$ cat src/rtl/adc_rd_pkg.sv
package adc_rd_pkg;

  // Read sequencer states; order is not decoded outside the sequencer.
  typedef enum logic [2:0] {
    ST_IDLE,
    ST_CONV,
    ST_SETUP,
    ST_SCKH,
    ST_SCKL,
    ST_HOLD,
    ST_OUT
  } rd_state_e;

endpackage

$ cat src/rtl/adc_rd_req.sv
// Request source: periodic tick timer plus a sticky pending flag.
module adc_rd_req #(
  parameter int PER_W = 16
) (
  input  logic             clk,
  input  logic             rst_n,
  input  logic [PER_W-1:0] cfg_period,
  input  logic             trig,
  input  logic             start,
  output logic             req
);

  logic [PER_W-1:0] cnt_q, cnt_d;
  logic             pend_q, pend_d;
  logic             per_en;
  logic             tick;

  always_comb begin
    per_en = (cfg_period != '0);
    tick   = per_en && (cnt_q >= (cfg_period - PER_W'(1)));
    if (!per_en || tick) begin
      cnt_d = '0;
    end else begin
      cnt_d = cnt_q + PER_W'(1);
    end
    req    = pend_q | trig | tick;
    pend_d = start ? 1'b0 : (pend_q | trig | tick);
  end

  always_ff @(posedge clk or negedge rst_n) begin
    if (!rst_n) begin
      cnt_q  <= '0;
      pend_q <= 1'b0;
    end else begin
      cnt_q  <= cnt_d;
      pend_q <= pend_d;
    end
  end


  req_held_chk: assert property (@(posedge clk) disable iff (!rst_n)
    (req && !start) |=> req);


  period_idle_chk: assert property (@(posedge clk) disable iff (!rst_n)
    (cfg_period == '0) |=> (cnt_q == '0));

endmodule

$ cat src/rtl/adc_rd_seq.sv
// Read sequencer: strobe timing, shift-clock phases, bit count, output hold.
module adc_rd_seq
  import adc_rd_pkg::*;
#(
  parameter int DATA_W = 16,
  parameter int DIV_W  = 8,
  parameter int WAIT_W = 12
) (
  input  logic              clk,
  input  logic              rst_n,
  input  logic [DIV_W-1:0]  cfg_div,
  input  logic [WAIT_W-1:0] cfg_wait,
  input  logic              req,
  input  logic              res_ready,
  output logic              start,
  output logic              rise,
  output logic              fall,
  output logic              conv,
  output logic              sck,
  output logic              valid
);

  localparam int CNT_W = (DIV_W > WAIT_W) ? DIV_W : WAIT_W;
  localparam int BIT_W = $clog2(DATA_W + 1);
  localparam logic [BIT_W-1:0] LAST_BIT = BIT_W'(DATA_W);

  rd_state_e        state_q, state_d;
  logic [CNT_W-1:0] cnt_q, cnt_d;
  logic [BIT_W-1:0] bit_q, bit_d;
  logic             conv_q, sck_q;
  logic             phase_end;

  always_comb begin
    phase_end = (cnt_q == '0);
    state_d   = state_q;
    cnt_d     = phase_end ? cnt_q : (cnt_q - CNT_W'(1));
    bit_d     = bit_q;
    start     = 1'b0;
    rise      = 1'b0;
    fall      = 1'b0;
    unique case (state_q)
      ST_IDLE: begin
        bit_d = '0;
        if (req) begin
          start   = 1'b1;
          state_d = ST_CONV;
          cnt_d   = CNT_W'(cfg_wait);
        end
      end
      ST_CONV: begin
        if (phase_end) begin
          state_d = ST_SETUP;
          cnt_d   = CNT_W'(cfg_div);
        end
      end
      ST_SETUP, ST_SCKL: begin
        if (phase_end) begin
          state_d = ST_SCKH;
          cnt_d   = CNT_W'(cfg_div);
          rise    = 1'b1;
          bit_d   = bit_q + BIT_W'(1);
        end
      end
      ST_SCKH: begin
        if (phase_end) begin
          fall    = 1'b1;
          cnt_d   = CNT_W'(cfg_div);
          state_d = (bit_q == LAST_BIT) ? ST_HOLD : ST_SCKL;
        end
      end
      ST_HOLD: begin
        if (phase_end) begin
          state_d = ST_OUT;
        end
      end
      ST_OUT: begin
        if (res_ready) begin
          state_d = ST_IDLE;
        end
      end
      default: state_d = ST_IDLE;
    endcase
  end

  always_ff @(posedge clk or negedge rst_n) begin
    if (!rst_n) begin
      state_q <= ST_IDLE;
      cnt_q   <= '0;
      bit_q   <= '0;
      conv_q  <= 1'b0;
      sck_q   <= 1'b0;
    end else begin
      state_q <= state_d;
      cnt_q   <= cnt_d;
      bit_q   <= bit_d;
      conv_q  <= (state_d == ST_CONV);
      sck_q   <= (state_d == ST_SCKH);
    end
  end

  assign conv  = conv_q;
  assign sck   = sck_q;
  assign valid = (state_q == ST_OUT);


  sck_conv_excl_chk: assert property (@(posedge clk) disable iff (!rst_n)
    !(conv_q && sck_q));


  bit_limit_chk: assert property (@(posedge clk) disable iff (!rst_n)
    bit_q <= LAST_BIT);


  conv_start_chk: assert property (@(posedge clk) disable iff (!rst_n)
    $rose(conv_q) |-> $past(req));


  out_hold_chk: assert property (@(posedge clk) disable iff (!rst_n)
    (valid && !res_ready) |=> valid);


  no_conv_pending_chk: assert property (@(posedge clk) disable iff (!rst_n)
    valid |=> !conv_q);

endmodule

$ cat src/rtl/adc_rd_shift.sv
// Serial datapath: multiplexer word out, result bits in, channel tag.
module adc_rd_shift #(
  parameter int DATA_W = 16,
  parameter int SEL_W  = 2
) (
  input  logic              clk,
  input  logic              rst_n,
  input  logic [SEL_W-1:0]  ch_sel,
  input  logic              start,
  input  logic              rise,
  input  logic              fall,
  input  logic              sck,
  input  logic              sdo,
  output logic              sdi,
  output logic [DATA_W-1:0] data,
  output logic [SEL_W-1:0]  chan,
  output logic              nochan
);

  logic [SEL_W-1:0]  tx_q, tx_d;
  logic [DATA_W-1:0] rx_q, rx_d;
  logic [SEL_W-1:0]  cur_q, cur_d;
  logic [SEL_W-1:0]  tag_q, tag_d;
  logic              have_q, have_d;
  logic              tag_ok_q, tag_ok_d;

  always_comb begin
    tx_d     = tx_q;
    rx_d     = rx_q;
    cur_d    = cur_q;
    tag_d    = tag_q;
    have_d   = have_q;
    tag_ok_d = tag_ok_q;
    if (start) begin
      tx_d     = ch_sel;
      cur_d    = ch_sel;
      tag_d    = cur_q;
      tag_ok_d = have_q;
      have_d   = 1'b1;
    end else if (fall) begin
      tx_d = tx_q << 1;
    end
    if (rise) begin
      rx_d = {rx_q[DATA_W-2:0], sdo};
    end
  end

  always_ff @(posedge clk or negedge rst_n) begin
    if (!rst_n) begin
      tx_q     <= '0;
      rx_q     <= '0;
      cur_q    <= '0;
      tag_q    <= '0;
      have_q   <= 1'b0;
      tag_ok_q <= 1'b0;
    end else begin
      tx_q     <= tx_d;
      rx_q     <= rx_d;
      cur_q    <= cur_d;
      tag_q    <= tag_d;
      have_q   <= have_d;
      tag_ok_q <= tag_ok_d;
    end
  end

  assign sdi    = tx_q[SEL_W-1];
  assign data   = rx_q;
  assign chan   = tag_q;
  assign nochan = !tag_ok_q;


  sdi_stable_chk: assert property (@(posedge clk) disable iff (!rst_n)
    (sck && $past(sck)) |-> $stable(sdi));


  rx_hold_chk: assert property (@(posedge clk) disable iff (!rst_n)
    !rise |=> $stable(rx_q));


  tag_hold_chk: assert property (@(posedge clk) disable iff (!rst_n)
    !start |=> ($stable(tag_q) && $stable(tag_ok_q)));

endmodule

$ cat src/rtl/adc_rd_ctrl.sv
// Top: host-side read controller for a strobe-and-clock serial converter.
module adc_rd_ctrl #(
  parameter int DATA_W = 16,
  parameter int SEL_W  = 2,
  parameter int DIV_W  = 8,
  parameter int WAIT_W = 12,
  parameter int PER_W  = 16
) (
  input  logic              clk,
  input  logic              rst_n,
  input  logic [DIV_W-1:0]  cfg_div,
  input  logic [WAIT_W-1:0] cfg_wait,
  input  logic [PER_W-1:0]  cfg_period,
  input  logic              trig,
  input  logic [SEL_W-1:0]  ch_sel,
  output logic              adc_conv,
  output logic              adc_sck,
  output logic              adc_sdi,
  input  logic              adc_sdo,
  output logic              res_valid,
  input  logic              res_ready,
  output logic [DATA_W-1:0] res_data,
  output logic [SEL_W-1:0]  res_chan,
  output logic              res_nochan
);

  logic req;
  logic start;
  logic rise;
  logic fall;

  adc_rd_req #(
    .PER_W(PER_W)
  ) u_req (
    .clk       (clk),
    .rst_n     (rst_n),
    .cfg_period(cfg_period),
    .trig      (trig),
    .start     (start),
    .req       (req)
  );

  adc_rd_seq #(
    .DATA_W(DATA_W),
    .DIV_W (DIV_W),
    .WAIT_W(WAIT_W)
  ) u_seq (
    .clk      (clk),
    .rst_n    (rst_n),
    .cfg_div  (cfg_div),
    .cfg_wait (cfg_wait),
    .req      (req),
    .res_ready(res_ready),
    .start    (start),
    .rise     (rise),
    .fall     (fall),
    .conv     (adc_conv),
    .sck      (adc_sck),
    .valid    (res_valid)
  );

  adc_rd_shift #(
    .DATA_W(DATA_W),
    .SEL_W (SEL_W)
  ) u_shift (
    .clk   (clk),
    .rst_n (rst_n),
    .ch_sel(ch_sel),
    .start (start),
    .rise  (rise),
    .fall  (fall),
    .sck   (adc_sck),
    .sdo   (adc_sdo),
    .sdi   (adc_sdi),
    .data  (res_data),
    .chan  (res_chan),
    .nochan(res_nochan)
  );

endmodule

$ cat config.mk
export PLATFORM = sky130hd
export DESIGN_NAME = adc_rd_ctrl
export DESIGN_NICKNAME = d
export VERILOG_FILES = /design/src/rtl/adc_rd_pkg.sv /design/src/rtl/adc_rd_req.sv /design/src/rtl/adc_rd_seq.sv /design/src/rtl/adc_rd_shift.sv /design/src/rtl/adc_rd_ctrl.sv
export SDC_FILE = /design/constraint.sdc
export NUM_CORES = 1
export LEC_CHECK = 0
export CAP_MARGIN = 20
export CELL_PAD_IN_SITES_DETAIL_PLACEMENT = 0
export CELL_PAD_IN_SITES_GLOBAL_PLACEMENT = 2
export CORE_MARGIN = 2
export CORE_UTILIZATION = 33
export CTS_CLUSTER_DIAMETER = 120
export DETAILED_ROUTE_END_ITERATION = 10
export PLACE_DENSITY_LB_ADDON = 0.1
export SLEW_MARGIN = 10
export SYNTH_ARGS = -nofsm -noshare
export SYNTH_HDL_FRONTEND = slang
export SYNTH_SLANG_ARGS = --single-unit
$ cat constraint.sdc
create_clock -name clk -period 3 [get_ports clk]
set_input_delay 0.6 -clock clk [delete_from_list [all_inputs] [get_ports clk]]
set_output_delay 0.6 -clock clk [all_outputs]
set_load 0.03 [all_outputs]
==> results of run 1 <==
[logic make-up after synthesis]
family	share of synthesized area [%]
and+or+nand+nor	19.5
AOI/OAI and AO/OA	10.3
adders and majority gates	7.58
muxes	10.0
DFF	41.9
buffers and inverters	2.59
xor gates and xnor gates	8.14
[cells in the mapped netlist (all sizes together) (3+ instances only)]
| cell | instances |
|---|---|
| nand4 | 6 |
| ha | 22 |
| buf | 5 |
| or3 | 6 |
| inv | 11 |
| xor2 | 17 |
| nor2 | 47 |
| nor4 | 9 |
| xnor2 | 18 |
| dfrtp | 63 |
| a221o | 5 |
| a211oi | 4 |
| a21oi | 17 |
| nand3 | 10 |
| nand2b | 7 |
| nand2 | 35 |
| and3 | 6 |
| mux2 | 32 |
| o21ai | 12 |
| a31oi | 4 |
| clkbuf | 5 |
| nor3 | 11 |
| and4 | 3 |
[area by class of cell]
class,instances,area (sq um)
clock buffer,9,225
tap,140,175
multi-input combinational,297,2470
sequential,63,1580
inverter,11,41.3
timing repair buffer,115,1070
clock inverter,7,103
fill,1017,5320
[path summary, 6_finish.rpt]
kind	startpoint	end	slack, ns	depth (start not counted)
worst min-delay path	rst_n	u_req.cnt_q[15]	0.34	1
worst max-delay path	cfg_period[7]	u_seq.cnt_q[2]	-0.02	13
min in group clk	u_shift.have_q	u_shift.have_q	0.47	1
worst min register to register	u_shift.have_q	u_shift.have_q	0.47	1
worst max register to register	u_seq.cnt_q[9]	u_shift.tx_q[1]	0.41	5
max in group asynchronous	rst_n	u_req.cnt_q[7]	2.04	2
[per-layer routing]
layer  vias to the layer above  wire length (um)
li1                       1596                 -
met1                      1531              4630
met2                        46              4520
met3                         7               342
met4                         0                87
met5                         -                 0
[power by group]
| part | switching, W | internal [W] |
|---|---|---|
| registers | 0.000179 | 0.00102 |
| logic | 0.000478 | 0.000550 |
| clock network | 0.000408 | 0.000737 |
| total | 0.00107 | 0.00231 |
[flip-flops by register name, summed over array words and instances (netlist names), 2 cells and up]
register	count
u_shift.cur_q	2
u_req.cnt_q	16
u_seq.cnt_q	12
u_seq.bit_q	5
u_shift.chan	2
u_shift.tx_q	2
u_shift.data	16
u_seq.state_q	3
[repair_timing]
action / 4_1_cts / 5_1_grt
hold buffers: 0 / 0
setup endpoints to repair: 39 / 37
setup buffers: 9 / 4
gates resized for setup: 72 / 31
pin swaps: 26 / 15
[cell usage in the layout (no fill, tap or decap), drive strengths merged, types with 7 or more instances in the layout]
cell / instances
nor3: 11
clkdlybuf4s50: 52
inv: 14
nand2: 35
mux2: 32
nor2: 47
dfrtp: 63
ha: 22
xor2: 17
nand3: 10
buf: 58
a21oi: 17
nand2b: 7
nor4: 9
xnor2: 18
o21ai: 12
clkbuf: 10
[through the flow]
| step | cells | power [W] | hold slack (ns) |
|---|---|---|---|
| after floorplan | 381 | 0.00179 | 0.304 |
| after global placement | 614 | 0.00212 | 0.456 |
| after detailed placement | 614 | 0.00212 | 0.450 |
| after CTS | 638 | 0.00337 | 0.362 |
| after global routing | 642 | 0.00361 | 0.393 |
| final | 642 | 0.00338 | 0.338 |
[critical path, delay by kind of cell]
kind,cells,cell delay (ns)
adder cells (fa/ha/maj),1,0.29
multiplexers,1,0.30
AND/OR/NAND/NOR,4,0.84
AO/OA/AOI/OAI,4,0.77
XOR/XNOR,1,0.16
buffers and inverters,2,0.26
==> summary.txt, run 1 <==
Run status
  • Status: finished with violations
  • Failing checks: setup timing

Timing
  • Final Skew: 0.00789 ns
  • Rel. slew slack: 50.7%
  • Worst slew pin tran: 0.739 ns
  • Final Hold Viols: 0
  • Tmin final: 3.02 ns
  • Final setup fails: 7
  • Total negative slack: -0.0519 ns
  • Final setup margin: -0.0157 ns
  • RSZ-0062 raised after global routing: true
  • Fmax: 0.332 GHz
  • Final slew viol count: 0
  • Fin crit share: 101%

Worst setup path
  • Slowest cell on crit path: nor4_4
  • Required time of the critical path: 3.21 ns
  • Worst setup EP type: flop
  • CP max stage delay: 0.30 ns
  • Critical path fanouts, max: 5
  • CP arrival: 3.22 ns
  • CP dominant cell by count: nor4_4
  • Worst path cell trace: buf_2 > nor4_4 > nand2_2 > nor4_4 > xnor2_1 > ha_1 > a21oi_2 > o21ai_2 > a211oi_2 > a21bo_4 > nand3_4 > buf_12 > mux2_4
  • Crit path kind: input pin to flop
  • Critical Path Source Type: input pin

Floorplan
  • # rows: 38
  • Die X: 111 um
  • Starting Density: 34.3%
  • Core box area: 0.0110 sq mm
  • Die Area: 0.0123 sq mm
  • IO Pins: 66
  • Die Y: 111 um

Layout
  • Final instance area: 0.00566 sq mm
  • ANT cells: 0
  • Layout cells sized above 1: 31.1%
  • Layout Area Growth over Synthesis: 50.4%
  • Final Util: 51.5%
  • Fin nets: 562

Drt
  • First-pass DRT Iterations: 4
  • Initial drt markers: 111
  • WL/cell: 14.9 um
  • Vias: 3180
  • Antenna Nets Post-Route: 0
  • Number of remaining DRC errors: 0
  • Vias/cell: 4.95
  • Drt total wl: 9580 um

Placed design
  • Post-DP HPWL: 6800 um
  • Global placer's final weighted congestion: 0.809
  • Area after DPL: 0.00497 sq mm
  • Pre-CTS WS: -0.799 ns
  • IO Port Bufs: 65

Synth
  • Post-synth EDFFs: 0
  • Synthesized flop and latch total: 63
  • Yosys top cell area share: 41.9%
  • Asr flop ratio synth: 100%
  • Mapped Area: 0.00376 sq mm
  • Top_reg_cell synth: dfrtp_1
  • Avg Synthesized Cell Area: 9.88 sq um
  • Yosys top cell by area: dfrtp_1
  • Synth unique cells: 49
  • Cells after synthesis: 381
  • Top post-synthesis cells by area: dfrtp_1, mux2_2, ha_1
  • Mapped Nets: 446
  • Sequential share of the synthesized area: 41.9%
  • Yosys warns: 0

Clock tree
  • Num CTS Buffers: 9
  • Clk buf depth: 2
  • CTS clk-pin slew, worst paths: 0.05 ns
  • H-tree depth: 3
  • Clock latency on the worst-skew pair: 0.33 ns
  • Root buffer cell: clkbuf_16
  • TritonCTS clock tree: done
  • CTS sink cnt: 63

Global route
  • Global-route wire length before repair: 16500 um
  • Initial antenna violation count: 0
  • Met2 GRT Util: 25.9%
  • GR peak layer: met2
  • All-Layer GR Usage: 16.4%
  • Number of global-route vias before repair: 3423
  • Largest net degree at the start of global routing: 36
  • GR Overflow Total: 0
  • Met3 usage: 4.21%
  • Grt met1 use: 22.4%

Flow run
  • MaxCap Viol Count: 0

Hold path
  • Hold Path Class: input pin to async pin

Power and ir drop
  • Peak supply drop: 311 uV
  • Leak pwr: 2.48 nW
  • Pwr Density: 596 mW/mm^2
Power figures use the tool's default switching activity.
==> run 2: changes to the inputs <==
--- a/config.mk
+++ b/config.mk
@@ -5,7 +5,6 @@
 export SDC_FILE = /design/constraint.sdc
 export NUM_CORES = 1
 export LEC_CHECK = 0
-export CAP_MARGIN = 20
 export CELL_PAD_IN_SITES_DETAIL_PLACEMENT = 0
 export CELL_PAD_IN_SITES_GLOBAL_PLACEMENT = 2
 export CORE_MARGIN = 2
==> constraint.sdc (replaced) <==
create_clock -name clk -period 3.35 [get_ports clk]
set_input_delay 0.67 -clock clk [delete_from_list [all_inputs] [get_ports clk]]
set_output_delay 0.67 -clock clk [all_outputs]
set_load 0.03 [all_outputs]
==> summary.txt, run 2 (synthesis gave the netlist of run 1 again) <==
Power and ir drop
  • Final Power: 0.00274 W (-19%)
  • Leak pwr: 2.32 nW (-6.3%)
  • Peak supply drop: 355 uV (+14%)
  • Pwr Density: 516 mW/mm^2 (-13%)

Timing
  • Final slew viol count: 0 (unchanged)
  • Rel. slew slack: 45.0% (-5.7 points)
  • Fmax: 0.310 GHz
  • Tmin final: 3.22 ns
  • Fin crit share: 96.2%
  • RSZ-0062 raised after global routing: false
  • Worst slew pin tran: 0.825 ns (+0.0859 ns)
  • Final Hold Viols: 0 (unchanged)
  • Final setup fails: 0 (-7)
  • Total negative slack: 0 ns (+0.0519 ns)
  • Final Skew: 0.00858 ns (+0.000697 ns)

Layout
  • Fin nets: 555 (-1.2%)
  • Most common cell after layout, fill and taps aside: dfrtp_1
  • Layout Area Growth over Synthesis: 40.9%
  • ANT cells: 0 (unchanged)
  • Final instance area: 0.00530 sq mm (-6.3%)
  • Most frequent cells in the layout: dfrtp_1, clkdlybuf4s50_1, nor2_1
  • Post-route insts no fill: 635 (-1.1%)
  • Layout cells sized above 1: 25.3% (-5.8 points)

Drt
  • Drt total wl: 9230 um (-3.6%)
  • Antenna Nets Post-Route: 0 (unchanged)
  • Number of remaining DRC errors: 0 (unchanged)
  • First-pass DRT Iterations: 4 (unchanged)
  • Initial drt markers: 74 (-33%)
  • WL/cell: 14.5 um (-2.6%)
  • Vias/cell: 4.91 (-0.93%)
  • Vias: 3116 (-2.0%)

Clock tree
  • Clk buf depth: 2 (unchanged)
  • CTS sink cnt: 63 (unchanged)
  • CTS clk-pin slew, worst paths: 0.05 ns (about the same)
  • Clock latency on the worst-skew pair: 0.34 ns (about the same)
  • TritonCTS clock tree: done
  • Num CTS Buffers: 9 (unchanged)
  • H-tree depth: 3 (unchanged)
  • # hold bufs at CTS: 0 (unchanged)
  • Root buffer cell: clkbuf_16

Global route
  • Largest net degree at the start of global routing: 36 (unchanged)
  • Initial antenna violation count: 0 (unchanged)
  • Global-route wire length before repair: 15700 um (-5.0%)
  • Number of global-route vias before repair: 3206 (-6.3%)
  • All-Layer GR Usage: 15.8% (-0.61 points)
  • GR Overflow Total: 0 (unchanged)

Worst setup path
  • Required time of the critical path: 3.57 ns (+0.36 ns)
  • CP max stage delay: 0.33 ns (+0.03 ns)
  • Slowest cell on crit path: nor4_4
  • CP arrival: 3.44 ns (+0.22 ns)
  • CP dominant cell by count: buf_4
  • Critical Path Source Type: input pin
  • Worst setup EP type: flop
  • Worst path cell trace: dlygate4sd2_1 > nor4_4 > buf_4 > and3_4 > nand2_1 > xor2_1 > ha_1 > nand2_2 > o21ai_1 > a211oi_2 > a21bo_2 > buf_4 > and4_1 > a221o_1
  • Crit path kind: input pin to flop
  • Critical path fanouts, max: 7 (+2)

Floorplan
  • Core box area: 0.0110 sq mm (unchanged)
  • Die Area: 0.0123 sq mm (unchanged)
  • IO Pins: 66 (unchanged)
  • Starting Density: 34.3% (unchanged)
  • Die Y: 111 um (unchanged)
  • Die X: 111 um (unchanged)
  • # rows: 38 (unchanged)

Hold path
  • Hold Path Class: input pin to async pin

Placed design
  • Placed cell count: 614 (unchanged)
  • Global placer's final weighted congestion: 0.817 (+0.96%)
  • IO Port Bufs: 65 (unchanged)
  • Post-DP HPWL: 6810 um (+0.24%)
  • Area after DPL: 0.00483 sq mm (-2.8%)

Flow run
  • MaxCap Viol Count: 0 (unchanged)

Run status
  • Status: finished, final reports clean
-- run 2: worst paths after layout --
| check | slack [ns] | depth (start not counted) | end | start |
|---|---|---|---|---|
| max reg2reg | 0.72 | 5 | u_shift.tx_q[1] | u_seq.cnt_q[9] |
| min reg2reg | 0.47 | 1 | u_shift.have_q | u_shift.have_q |
| max in group asynchronous | 2.18 | 2 | u_req.cnt_q[5] | rst_n |
| min | 0.43 | 1 | u_req.cnt_q[15] | rst_n |
| min in group clk | 0.47 | 1 | u_shift.have_q | u_shift.have_q |
| max | 0.13 | 14 | u_seq.cnt_q[7] | cfg_period[6] |
-- run 2: report_power, final --
group	internal [W]	switching, W
clock network	0.000522	0.000354
registers	0.000917	0.000151
logic	0.000417	0.000378
-- run 2: per-layer routing --
| layer | routed length [um] | vias to the layer above | track usage, % |
|---|---|---|---|
| met2 | 4240 | 51 | 24.6 |
| li1 | - | 1571 | - |
| met3 | 376 | 10 | 4.98 |
| met5 | 0 | - | 0 |
| met4 | 157 | 0 | 5.17 |
| met1 | 4460 | 1484 | 20.8 |
-- run 2: critical path: cells and delay by family --
kind | cells | cell delay, ns
compound gates | 4 | 0.83
fa+ha+maj | 1 | 0.29
buf+inv | 3 | 0.59
xor+xnor | 1 | 0.18
simple gates | 5 | 0.88
-- run 2: through the flow --
stage               worst slack (ns)  hold slack (ns)  utilization, %
floorplan                     0.0371            0.374               -
global placement              -0.640            0.453            44.0
detailed placement            -0.602            0.455            44.0
CTS                           0.0293            0.462            47.3
global route                 0.00197            0.485            48.3
finish                         0.127            0.431            48.3
-- run 2: layout make-up --
type / count / area, sq um
clock buffer: 10 / 239
clock inverter: 6 / 45.0
fill: 1058 / 5680
inverter: 11 / 41.3
multi-input combinational: 297 / 2250
sequential: 63 / 1580
tap: 140 / 175
timing repair buffer: 108 / 971
-- run 2: timing repair --
action | CTS | global route
setup endpoints to repair | 21 | 22
buffers inserted | 4 | 1
pin swaps | 10 | 10
gates resized for setup | 23 | 23
